[config.mk]
export PLATFORM = sky130hd
export DESIGN_NAME = qual_event_counter
export DESIGN_NICKNAME = d
export VERILOG_FILES = /design/src/rtl/qec_pkg.sv /design/src/rtl/qec_lane_sum.sv /design/src/rtl/qec_qualify.sv /design/src/rtl/qec_accum.sv /design/src/rtl/qual_event_counter.sv
export SDC_FILE = /design/constraint.sdc
export NUM_CORES = 1
export LEC_CHECK = 0
export BUFFER_PORTS_ARGS = -buffer_cell sky130_fd_sc_hd__buf_2
export CAP_MARGIN = 5
export CORE_MARGIN = 2
export CORE_UTILIZATION = 35
export CTS_BUF_LIST = sky130_fd_sc_hd__clkbuf_8
export DETAILED_ROUTE_END_ITERATION = 10
export SYNTH_ARGS = -nofsm -noshare
export SYNTH_HDL_FRONTEND = slang
export SYNTH_SLANG_ARGS = --single-unit
[constraint.sdc]
create_clock -name clk -period 8.15 [get_ports clk]
set_clock_uncertainty 0.1 [all_clocks]
set_input_delay 0.815 -clock clk [delete_from_list [all_inputs] [get_ports clk]]
set_output_delay 0.815 -clock clk [all_outputs]
set_load 0.05 [all_outputs]
[src/rtl/qec_pkg.sv]
package qec_pkg;
  localparam int CODE_W = 8;
  localparam int MASK_W = 8;
  localparam int THR_W  = 8;

  typedef struct packed {
    logic [CODE_W-1:0] code;
    logic [MASK_W-1:0] umask;
    logic [THR_W-1:0]  thr;
    logic              edge_m;
    logic              inv;
    logic              os;
    logic              usr;
    logic              ie;
    logic              en;
  } qec_cfg_t;
endpackage

[src/rtl/qec_lane_sum.sv]
module qec_lane_sum #(
  parameter int GROUPS = 4,
  parameter int LANES  = 8,
  parameter int LANE_W = 2,
  parameter int CODE_W = 8,
  parameter int SUM_W  = 5
) (
  input  logic [GROUPS*LANES*LANE_W-1:0] evt,
  input  logic [CODE_W-1:0]              code,
  input  logic [LANES-1:0]               mask,
  output logic [SUM_W-1:0]               sum
);
  localparam int GW = LANES * LANE_W;

  logic [GW-1:0]     grp;
  logic [LANE_W-1:0] lane_v [LANES];

  always_comb begin
    grp = '0;
    for (int g = 0; g < GROUPS; g++) begin
      if (code == CODE_W'(g)) grp = evt[g*GW +: GW];
    end
  end

  genvar l;
  generate
    for (l = 0; l < LANES; l++) begin : g_lane
      assign lane_v[l] = mask[l] ? grp[l*LANE_W +: LANE_W] : '0;
    end
  endgenerate

  always_comb begin
    sum = '0;
    for (int i = 0; i < LANES; i++) sum = sum + SUM_W'(lane_v[i]);
  end
endmodule

[src/rtl/qec_qualify.sv]
module qec_qualify #(
  parameter int SUM_W = 5,
  parameter int THR_W = 8
) (
  input  logic             clk,
  input  logic             rst,
  input  logic [SUM_W-1:0] sum,
  input  logic [THR_W-1:0] thr,
  input  logic             inv,
  input  logic             edge_m,
  input  logic             os,
  input  logic             usr,
  input  logic [1:0]       priv,
  input  logic             en,
  input  logic             cfg_we,
  output logic [SUM_W-1:0] inc
);
  localparam int CW = (SUM_W > THR_W) ? SUM_W : THR_W;

  logic priv_ok, ge, cond, prev_q;

  always_comb begin
    priv_ok = (priv == 2'd0) ? os : usr;
    ge      = CW'(sum) >= CW'(thr);
    cond    = priv_ok & (ge ^ inv);
    if (!en || cfg_we)      inc = '0;
    else if (thr == '0)     inc = priv_ok ? sum : '0;
    else if (edge_m)        inc = SUM_W'(cond & ~prev_q);
    else                    inc = SUM_W'(cond);
  end

  always_ff @(posedge clk) begin
    if (rst || cfg_we || !en) prev_q <= 1'b0;
    else                      prev_q <= cond;
  end
endmodule

[src/rtl/qec_accum.sv]
module qec_accum #(
  parameter int CNT_W = 48,
  parameter int SUM_W = 5
) (
  input  logic             clk,
  input  logic             rst,
  input  logic [SUM_W-1:0] inc,
  input  logic             wr_en,
  input  logic [CNT_W-1:0] wr_data,
  input  logic             clr_flag,
  output logic [CNT_W-1:0] cnt_q,
  output logic             ovf_q,
  output logic             ovf_d
);
  logic [CNT_W:0] total;

  always_comb begin
    total = {1'b0, cnt_q} + (CNT_W+1)'(inc);
    if (wr_en) ovf_d = ovf_q & ~clr_flag;
    else       ovf_d = total[CNT_W] | (ovf_q & ~clr_flag);
  end

  always_ff @(posedge clk) begin
    if (rst) begin
      cnt_q <= '0;
      ovf_q <= 1'b0;
    end else begin
      cnt_q <= wr_en ? wr_data : total[CNT_W-1:0];
      ovf_q <= ovf_d;
    end
  end
endmodule

[src/rtl/qual_event_counter.sv]
module qual_event_counter
  import qec_pkg::*;
#(
  parameter int GROUPS = 4,
  parameter int LANES  = 8,
  parameter int LANE_W = 2,
  parameter int CNT_W  = 48
) (
  input  logic                          clk,
  input  logic                          rst,
  input  logic                          cfg_we,
  input  logic [CODE_W-1:0]             cfg_code,
  input  logic [MASK_W-1:0]             cfg_umask,
  input  logic [THR_W-1:0]              cfg_thr,
  input  logic                          cfg_edge,
  input  logic                          cfg_inv,
  input  logic                          cfg_os,
  input  logic                          cfg_usr,
  input  logic                          cfg_ie,
  input  logic                          cfg_en,
  input  logic [GROUPS*LANES*LANE_W-1:0] evt_in,
  input  logic [1:0]                    priv_lvl,
  input  logic                          cnt_we,
  input  logic [CNT_W-1:0]              cnt_wdata,
  input  logic                          ovf_clr,
  output logic [CNT_W-1:0]              cnt_rdata,
  output logic                          ovf_flag,
  output logic                          irq
);
  localparam int SUM_W = $clog2(LANES * ((1 << LANE_W) - 1) + 1);

  qec_cfg_t cfg_q, cfg_d;
  logic [SUM_W-1:0] ev_sum, ev_inc;
  logic             ovf_next, irq_q;
  logic             cur_en, cur_ie;
  logic [THR_W-1:0] cur_thr;

  always_comb begin
    cfg_d = cfg_q;
    if (cfg_we) begin
      cfg_d.code   = cfg_code;
      cfg_d.umask  = cfg_umask;
      cfg_d.thr    = cfg_thr;
      cfg_d.edge_m = cfg_edge;
      cfg_d.inv    = cfg_inv;
      cfg_d.os     = cfg_os | ~(cfg_os | cfg_usr);
      cfg_d.usr    = cfg_usr | ~(cfg_os | cfg_usr);
      cfg_d.ie     = cfg_ie;
      cfg_d.en     = cfg_en;
    end
  end

  always_ff @(posedge clk) begin
    if (rst) begin
      cfg_q <= '0;
      irq_q <= 1'b0;
    end else begin
      cfg_q <= cfg_d;
      irq_q <= ovf_next & cfg_d.ie;
    end
  end

  qec_lane_sum #(.GROUPS(GROUPS), .LANES(LANES), .LANE_W(LANE_W),
                 .CODE_W(CODE_W), .SUM_W(SUM_W)) u_sum (
    .evt(evt_in), .code(cfg_q.code), .mask(cfg_q.umask[LANES-1:0]), .sum(ev_sum)
  );

  qec_qualify #(.SUM_W(SUM_W), .THR_W(THR_W)) u_qual (
    .clk(clk), .rst(rst), .sum(ev_sum), .thr(cfg_q.thr), .inv(cfg_q.inv),
    .edge_m(cfg_q.edge_m), .os(cfg_q.os), .usr(cfg_q.usr), .priv(priv_lvl),
    .en(cfg_q.en), .cfg_we(cfg_we), .inc(ev_inc)
  );

  qec_accum #(.CNT_W(CNT_W), .SUM_W(SUM_W)) u_acc (
    .clk(clk), .rst(rst), .inc(ev_inc), .wr_en(cnt_we), .wr_data(cnt_wdata),
    .clr_flag(ovf_clr), .cnt_q(cnt_rdata), .ovf_q(ovf_flag), .ovf_d(ovf_next)
  );

  assign irq     = irq_q;
  assign cur_en  = cfg_q.en;
  assign cur_ie  = cfg_q.ie;
  assign cur_thr = cfg_q.thr;
endmodule

; ---- Word level (Yosys, flattened, before mapping)
; Cells that the tools add are included.
[op_classes]
n_addsub = 8
magnitude_cmp = 1
n_eq_ne = 3
muxes = 20
bitwise = 12
n_reduce_logical = 7
[ops]
columns = op, count
row1 = 16-bit two-way mux, 4
row2 = 48-bit by 5-bit adder with 49-bit output, 1
row3 = 48-bit two-way mux, 1
row4 = 5-bit by 2-bit adder with 5-bit output, 6
row5 = 5-bit two-way mux, 4
row6 = 2-bit two-way mux, 9
row7 = "8-bit by 2-bit equality test with 1-bit output, second input constant", 2
row8 = 8-bit zero test, 2
row9 = "8-bit by 1-bit equality test with 1-bit output, second input constant", 1
row10 = 5-bit by 8-bit greater-or-equal comparator with 1-bit output, 1
row11 = 1-bit by 5-bit AND with 5-bit output, 1
row12 = 1-bit inverter with 5-bit output, 1
row13 = 1-bit bitwise OR, 4
row14 = 2-bit by 2-bit adder with 3-bit output, 1
row15 = 1-bit AND, 3
row16 = 1-bit logical OR, 3
row17 = 2-bit zero test, 1
row18 = 1-bit two-way mux, 2
row19 = 1-bit inverter, 2
row20 = 1-bit zero test, 1
row21 = 1-bit XOR, 1
[word_totals]
regBits = 81
input_bits = 149
out_inout_bits = 50

; ---- Logic depth before layout (Yosys ltp)
[logic_depth]
word_depth = 24
mapped_depth = 30
mapped_depth_nobuf = 27

; ---- Modules after synthesis
; Synthesis repeated with hierarchy kept, for this count alone.
[hier_totals]
cells_unflattened = 597
area_unflattened_um2 = 5444.0
[by_module_without_submodules]
columns = module, instances, cells_per_inst, area_per_inst_um2, seq_area_each_um2
row1 = qec_accum, 1, 383, 3049.2, 980.9
row2 = qual_event_counter, 1, 101, 1137.3, 620.6
row3 = qec_lane_sum, 1, 73, 958.4, 0.0
row4 = qec_qualify, 1, 40, 299.0, 20.0

; ---- Worst setup path before layout
; No wires, ideal clock.
[synth_timing]
path_type = input port to flip-flop
start = in evt_in[50]
end = reg u_acc.cnt_q[42]
arrival_time_ns = 7.367
setup_slack_ns = 0.619
path_stages = 22
path_buffers = 0
path_cell_list = mux4_2 > and3_1 > ha_1 > fa_1 > fa_1 > fa_1 > fa_1 > ha_1 > fa_1 > ha_1 > a21o_1 > a31oi_1 > o21ai_0 > xnor2_1 > o22ai_1 > ha_1 > fa_1 > a21o_1 > a22oi_1 > nor4_2 > or4b_2 > nand3_1
[synth_via]
elab_chain_cells = 18
word_cells_on_any_way = 19
[synth_lines]
columns = element, line_no
row1 = start: declaration, qual_event_counter.sv:21  ; input logic [GROUPS*LANES*LANE_W-1:0] evt_in,
row2 = 16-bit two-way mux (*), qec_lane_sum.sv:21  ; if (code == CODE_W'(g)) grp = evt[g*GW +: GW];
row3 = 2-bit two-way mux (*), qec_lane_sum.sv:28  ; assign lane_v[l] = mask[l] ? grp[l*LANE_W +: LANE_W] : '0;
row4 = 2-bit by 2-bit adder with 3-bit output (*), qec_lane_sum.sv:34  ; for (int i = 0; i < LANES; i++) sum = sum + SUM_W'(lane_v[i]);
row5 = 5-bit by 2-bit adder with 5-bit output (*) (6 in a row), qec_lane_sum.sv:34
row6 = 5-bit by 8-bit greater-or-equal comparator with 1-bit output, qec_qualify.sv:24  ; ge = CW'(sum) >= CW'(thr);
row7 = 1-bit XOR, qec_qualify.sv:25  ; cond = priv_ok & (ge ^ inv);
row8 = 1-bit AND, qec_qualify.sv:25
row9 = 1-bit by 5-bit AND with 5-bit output, qec_qualify.sv:28  ; else if (edge_m) inc = SUM_W'(cond & ~prev_q);
row10 = 5-bit two-way mux, qec_qualify.sv:28
row11 = 5-bit two-way mux (*), qec_qualify.sv:27  ; else if (thr == '0) inc = priv_ok ? sum : '0;
row12 = 5-bit two-way mux (*), qec_qualify.sv:26  ; if (!en || cfg_we) inc = '0;
row13 = 48-bit by 5-bit adder with 49-bit output (*), qec_accum.sv:18  ; total = {1'b0, cnt_q} + (CNT_W+1)'(inc);
row14 = 48-bit two-way mux (*), qec_accum.sv:28  ; cnt_q <= wr_en ? wr_data : total[CNT_W-1:0];
row15 = end signal: assignment, qec_accum.sv:28
row16 = end: declaration, qec_accum.sv:11  ; output logic [CNT_W-1:0] cnt_q,
; Every way passes the cells marked *; elsewhere a longest branch is shown, timed or not.
; A chain may end at the register's enable or synchronous reset.

; ---- Worst setup path in the final report
[layout_timing]
start = reg cfg_q[26] (netlist bit)
end = reg u_acc.cnt_q[17]
[layout_via]
elab_chain_cells = 22
word_cells_on_any_way = 33
[layout_lines]
columns = element, line_no
row1 = start: declaration, qual_event_counter.sv:32  ; qec_cfg_t cfg_q, cfg_d;
row2 = start signal: assignment, qual_event_counter.sv:58  ; cfg_q <= cfg_d;
row3 = 8-bit zero test, qec_lane_sum.sv:21
row4 = 16-bit two-way mux (3 in a row), qec_lane_sum.sv:21
row5 = 16-bit two-way mux (*), qec_lane_sum.sv:21
row6 = 2-bit two-way mux, qec_lane_sum.sv:28
row7 = 2-bit by 2-bit adder with 3-bit output, qec_lane_sum.sv:34
row8 = 5-bit by 2-bit adder with 5-bit output (5 in a row), qec_lane_sum.sv:34
row9 = 5-bit by 2-bit adder with 5-bit output (*), qec_lane_sum.sv:34
row10 = 5-bit by 8-bit greater-or-equal comparator with 1-bit output, qec_qualify.sv:24
row11 = 1-bit XOR, qec_qualify.sv:25
row12 = 1-bit AND, qec_qualify.sv:25
row13 = 1-bit by 5-bit AND with 5-bit output, qec_qualify.sv:28
row14 = 5-bit two-way mux, qec_qualify.sv:28
row15 = 5-bit two-way mux (*), qec_qualify.sv:27
row16 = 5-bit two-way mux (*), qec_qualify.sv:26
row17 = 48-bit by 5-bit adder with 49-bit output (*), qec_accum.sv:18
row18 = 48-bit two-way mux (*), qec_accum.sv:28
; Marks and branches as above.

==> results.toml <==
[run_status]
status = "finished clean"

[setup_path]
setup.worst_path.start_class = "register"
criticalPathCategory = "register to register"
data_required_time_of_the_worst_path_ns = 8.32
timing.critical_path.fanout_max = 20
critPathArrivalTime_ns = 7.67
critical_path.endpoint_type = "register"

[layout]
leading_cell_type_in_the_layout_fill_and_taps_excluded = "buf_2"
nets = 922
final_layout_size_suffix_gt1_frac = 0.328
mostFrequentLayoutCells = "buf_2, dfxtp_1, nor2_1"
synthesis_to_layout_area_growth_pct = 25.6

[floorplan]
placementRows = 43
io-pin-count = 199
die_area_um2 = 15500
die_h_um = 124
core_um2 = 14000
die-width_um = 124
initial_core_util = 0.362

[cts]
cts.sinks = 81
cts_repair_resize_count = 0
tritoncts_clock_tree = "yes"
path_clk_slew_ns = 0.08
cts_made_buffers = 9
post_cts.repair.setup_buffers = 0
cts_hold_buf = 0
insertion_delay_ns = 0.37
clk_path_buf_depth = 2
cts-root-buf = "clkbuf_8"
cts-htree-levels = 3

[drt]
route.layer.met1.wl_mm = 5.99
detailed_route_via_count = 4936
met3_length_mm = 1.28
routed-wl-met2_mm = 7.22
routed_wirelength_mm = 14.7
drc = 0
drt-vias-per-instance = 5.30
wl_per_cell_um = 15.7
initialDrtViolationCount = 274
top_signal_layer_used = "met4"
drt_first_pass_iters = 4
postRouteAntennaNets = 0

[timing]
setup_viol_count_final = 0
timing.slew.headroom = 0.398
maxClockFrequency_mhz = 133
finalCritPeriodShare = 0.920
fin_ws_ns = 0.652
final.min_clock_period_ns = 7.50
finalMaxSlewViolations = 0
grt_setup_unrepaired = "false"
timing_worst_slew_pin_value_ns = 0.903
totalNegativeSetupSlack_ns = 0
timing_hold_violations_final = 0

[synthesis]
synth-async-reset-ratio = 0
yosys-top-cells-area = "dfxtp_1, mux4_2, mux2i_1"
yosysTopAreaCellShare = 0.320
postSynthNetCount = 742
yosysTopAreaCell = "dfxtp_1"
synth_seq_cells = 81
seq_area_frac_synth = 0.320
yosys_warnings = 0
synth_ff_type = "dfxtp_1"
synth.distinct_cells = 56
synthesis.area_um2 = 5070
synth_enable_flop_cells = 0
synthesis.instances = 566
synthesis.area_per_instance_um2 = 8.96

[worst_hold_path]
min_path_type = "register to register"

[power_and_ir_drop]
cell_internal_pwr_mw = 0.627
worst_ir_drop_vdd_uv = 72.9
seq_power_share = 0.479
total_leakage_power_nw = 2.88
powerDensity_nw_per_um2 = 148
netSwitchingPower_mw = 0.315
power.share.clock = 0.278
power.combinational.fraction = 0.243
sw_share = 0.334

[placement]
dpl_worst_slack_ns = 0.452
gp_congestion = 0.787
hpwlAfterDp_mm = 11.2
portBuffers = 198

[global_routing]
antenna_found_initial = 2
global_route.overflow_total = 0
pin_count_of_the_biggest_net_entering_global_routing = 84
global_route_wire_length_before_repair_mm = 23.8
grt_pass1_vias = 4983
grt_util_all_layers = 0.188

[run]
cap_viol_max_count = 0
-- flip-flops by register name (all words and copies together), names as in the netlist --
name,count
u_acc.cnt_q,48
cfg_q,20
cur_thr,8
cur_en,1
cur_ie,1
irq,1
u_acc.ovf_q,1
u_qual.prev_q,1
-- cells in the mapped netlist, types with 2 or more instances --
cell type,instances
dfxtp_1,81
xnor2_1,22
ha_1,15
mux2i_1,34
nand2b_1,3
buf_1,8
a21oi_1,9
xor2_1,3
clkbuf_1,25
o31ai_1,7
a311oi_1,14
nor4_1,17
nand3_1,21
or4_1,9
o22ai_1,2
o21ai_0,10
nand4_1,15
inv_1,22
nor2b_1,4
clkinv_1,2
nor2_1,76
o21ai_1,2
nor3b_1,3
a211oi_1,22
o211ai_1,4
or3_1,7
and4_1,3
mux4_2,16
a21o_1,6
and2_1,2
buf_2,4
nor3_1,15
and3_1,19
fa_1,12
nand2_1,31
-- worst max-delay path: stages, from the launching register on --
cell	delay (ns)
dfxtp_1	0.31
or4_1	0.53
nor3_1	0.17
buf_4	0.22
and3_1	0.19
ha_1	0.17
fa_1	0.44
fa_1	0.52
fa_1	0.53
fa_1	0.49
ha_1	0.23
fa_1	0.47
ha_1	0.30
a21o_1	0.15
a31oi_1	0.14
o21ai_0	0.13
xnor2_1	0.15
o22ai_1	0.15
ha_1	0.23
a211oi_1	0.12
o21a_1	0.21
or3_1	0.61
buf_4	0.28
or3_1	0.31
a311oi_1	0.25
-- area by class of cell --
class	count	area, µm²
fill	1406	7620
timing repair buffer	207	1060
inverter	24	90.1
clock buffer	10	138
antenna	2	5.00
sequential	81	1620
clock inverter	5	25.0
multi-input combinational	423	3200
tap	180	225
-- power by group through the flow --
stage,combinational (mW),clock [mW],sequential [mW]
6_report,0.229,0.262,0.451
5_1_grt,0.250,0.284,0.456
4_1_cts,0.232,0.273,0.451
3_5_place_dp,0.231,0,0.460
3_3_place_gp,0.227,0,0.459
2_1_floorplan,0.0989,0,0.509
-- routing by layer --
metal,GRT usage,vias to the layer above
met2,0.330,202
met5,0,-
met4,0.0588,0
met1,0.213,2277
met3,0.0644,14
li1,-,2443
-- worst paths after layout --
kind,startpoint,to,slack (ns),cells after the start
worst max-delay path,cfg_q[26]$_SDFFE_PP0P_,u_acc.cnt_q[17]$_SDFF_PP0_,0.65,24
worst min-delay path,cur_en$_SDFFE_PP0P_,cur_en$_SDFFE_PP0P_,0.39,2
worst max register to register,cfg_q[26]$_SDFFE_PP0P_,u_acc.cnt_q[17]$_SDFF_PP0_,0.65,24
worst min register to register,cur_en$_SDFFE_PP0P_,cur_en$_SDFFE_PP0P_,0.39,2
-- cell families (layout without fill, tap and decap cells) --
family	after synthesis	count (layout)	share of synthesized area
compound gates	86	86	0.122
simple gates	235	235	0.244
xor+xnor	25	25	0.0432
buf+inv	62	246	0.0484
other cells	0	2	0
fa+ha+maj	27	27	0.0844
flops	81	81	0.320
mux	50	50	0.138
-- per-stage QoR --
stage | instance area (µm²) | hold WS, ns | cells | util | power, mW
6_report | 6370 | 0.385 | 932 | 0.455 | 0.942
2_1_floorplan | 5070 | 0.351 | 566 | - | 0.608
3_5_place_dp | 6200 | 0.380 | 915 | 0.443 | 0.691
5_1_grt | 6360 | 0.405 | 930 | 0.455 | 0.990
4_1_cts | 6360 | 0.392 | 930 | 0.455 | 0.955
3_3_place_gp | 6200 | 0.365 | 915 | 0.443 | 0.686
No activity file was read; power rests on OpenSTA's default activity.
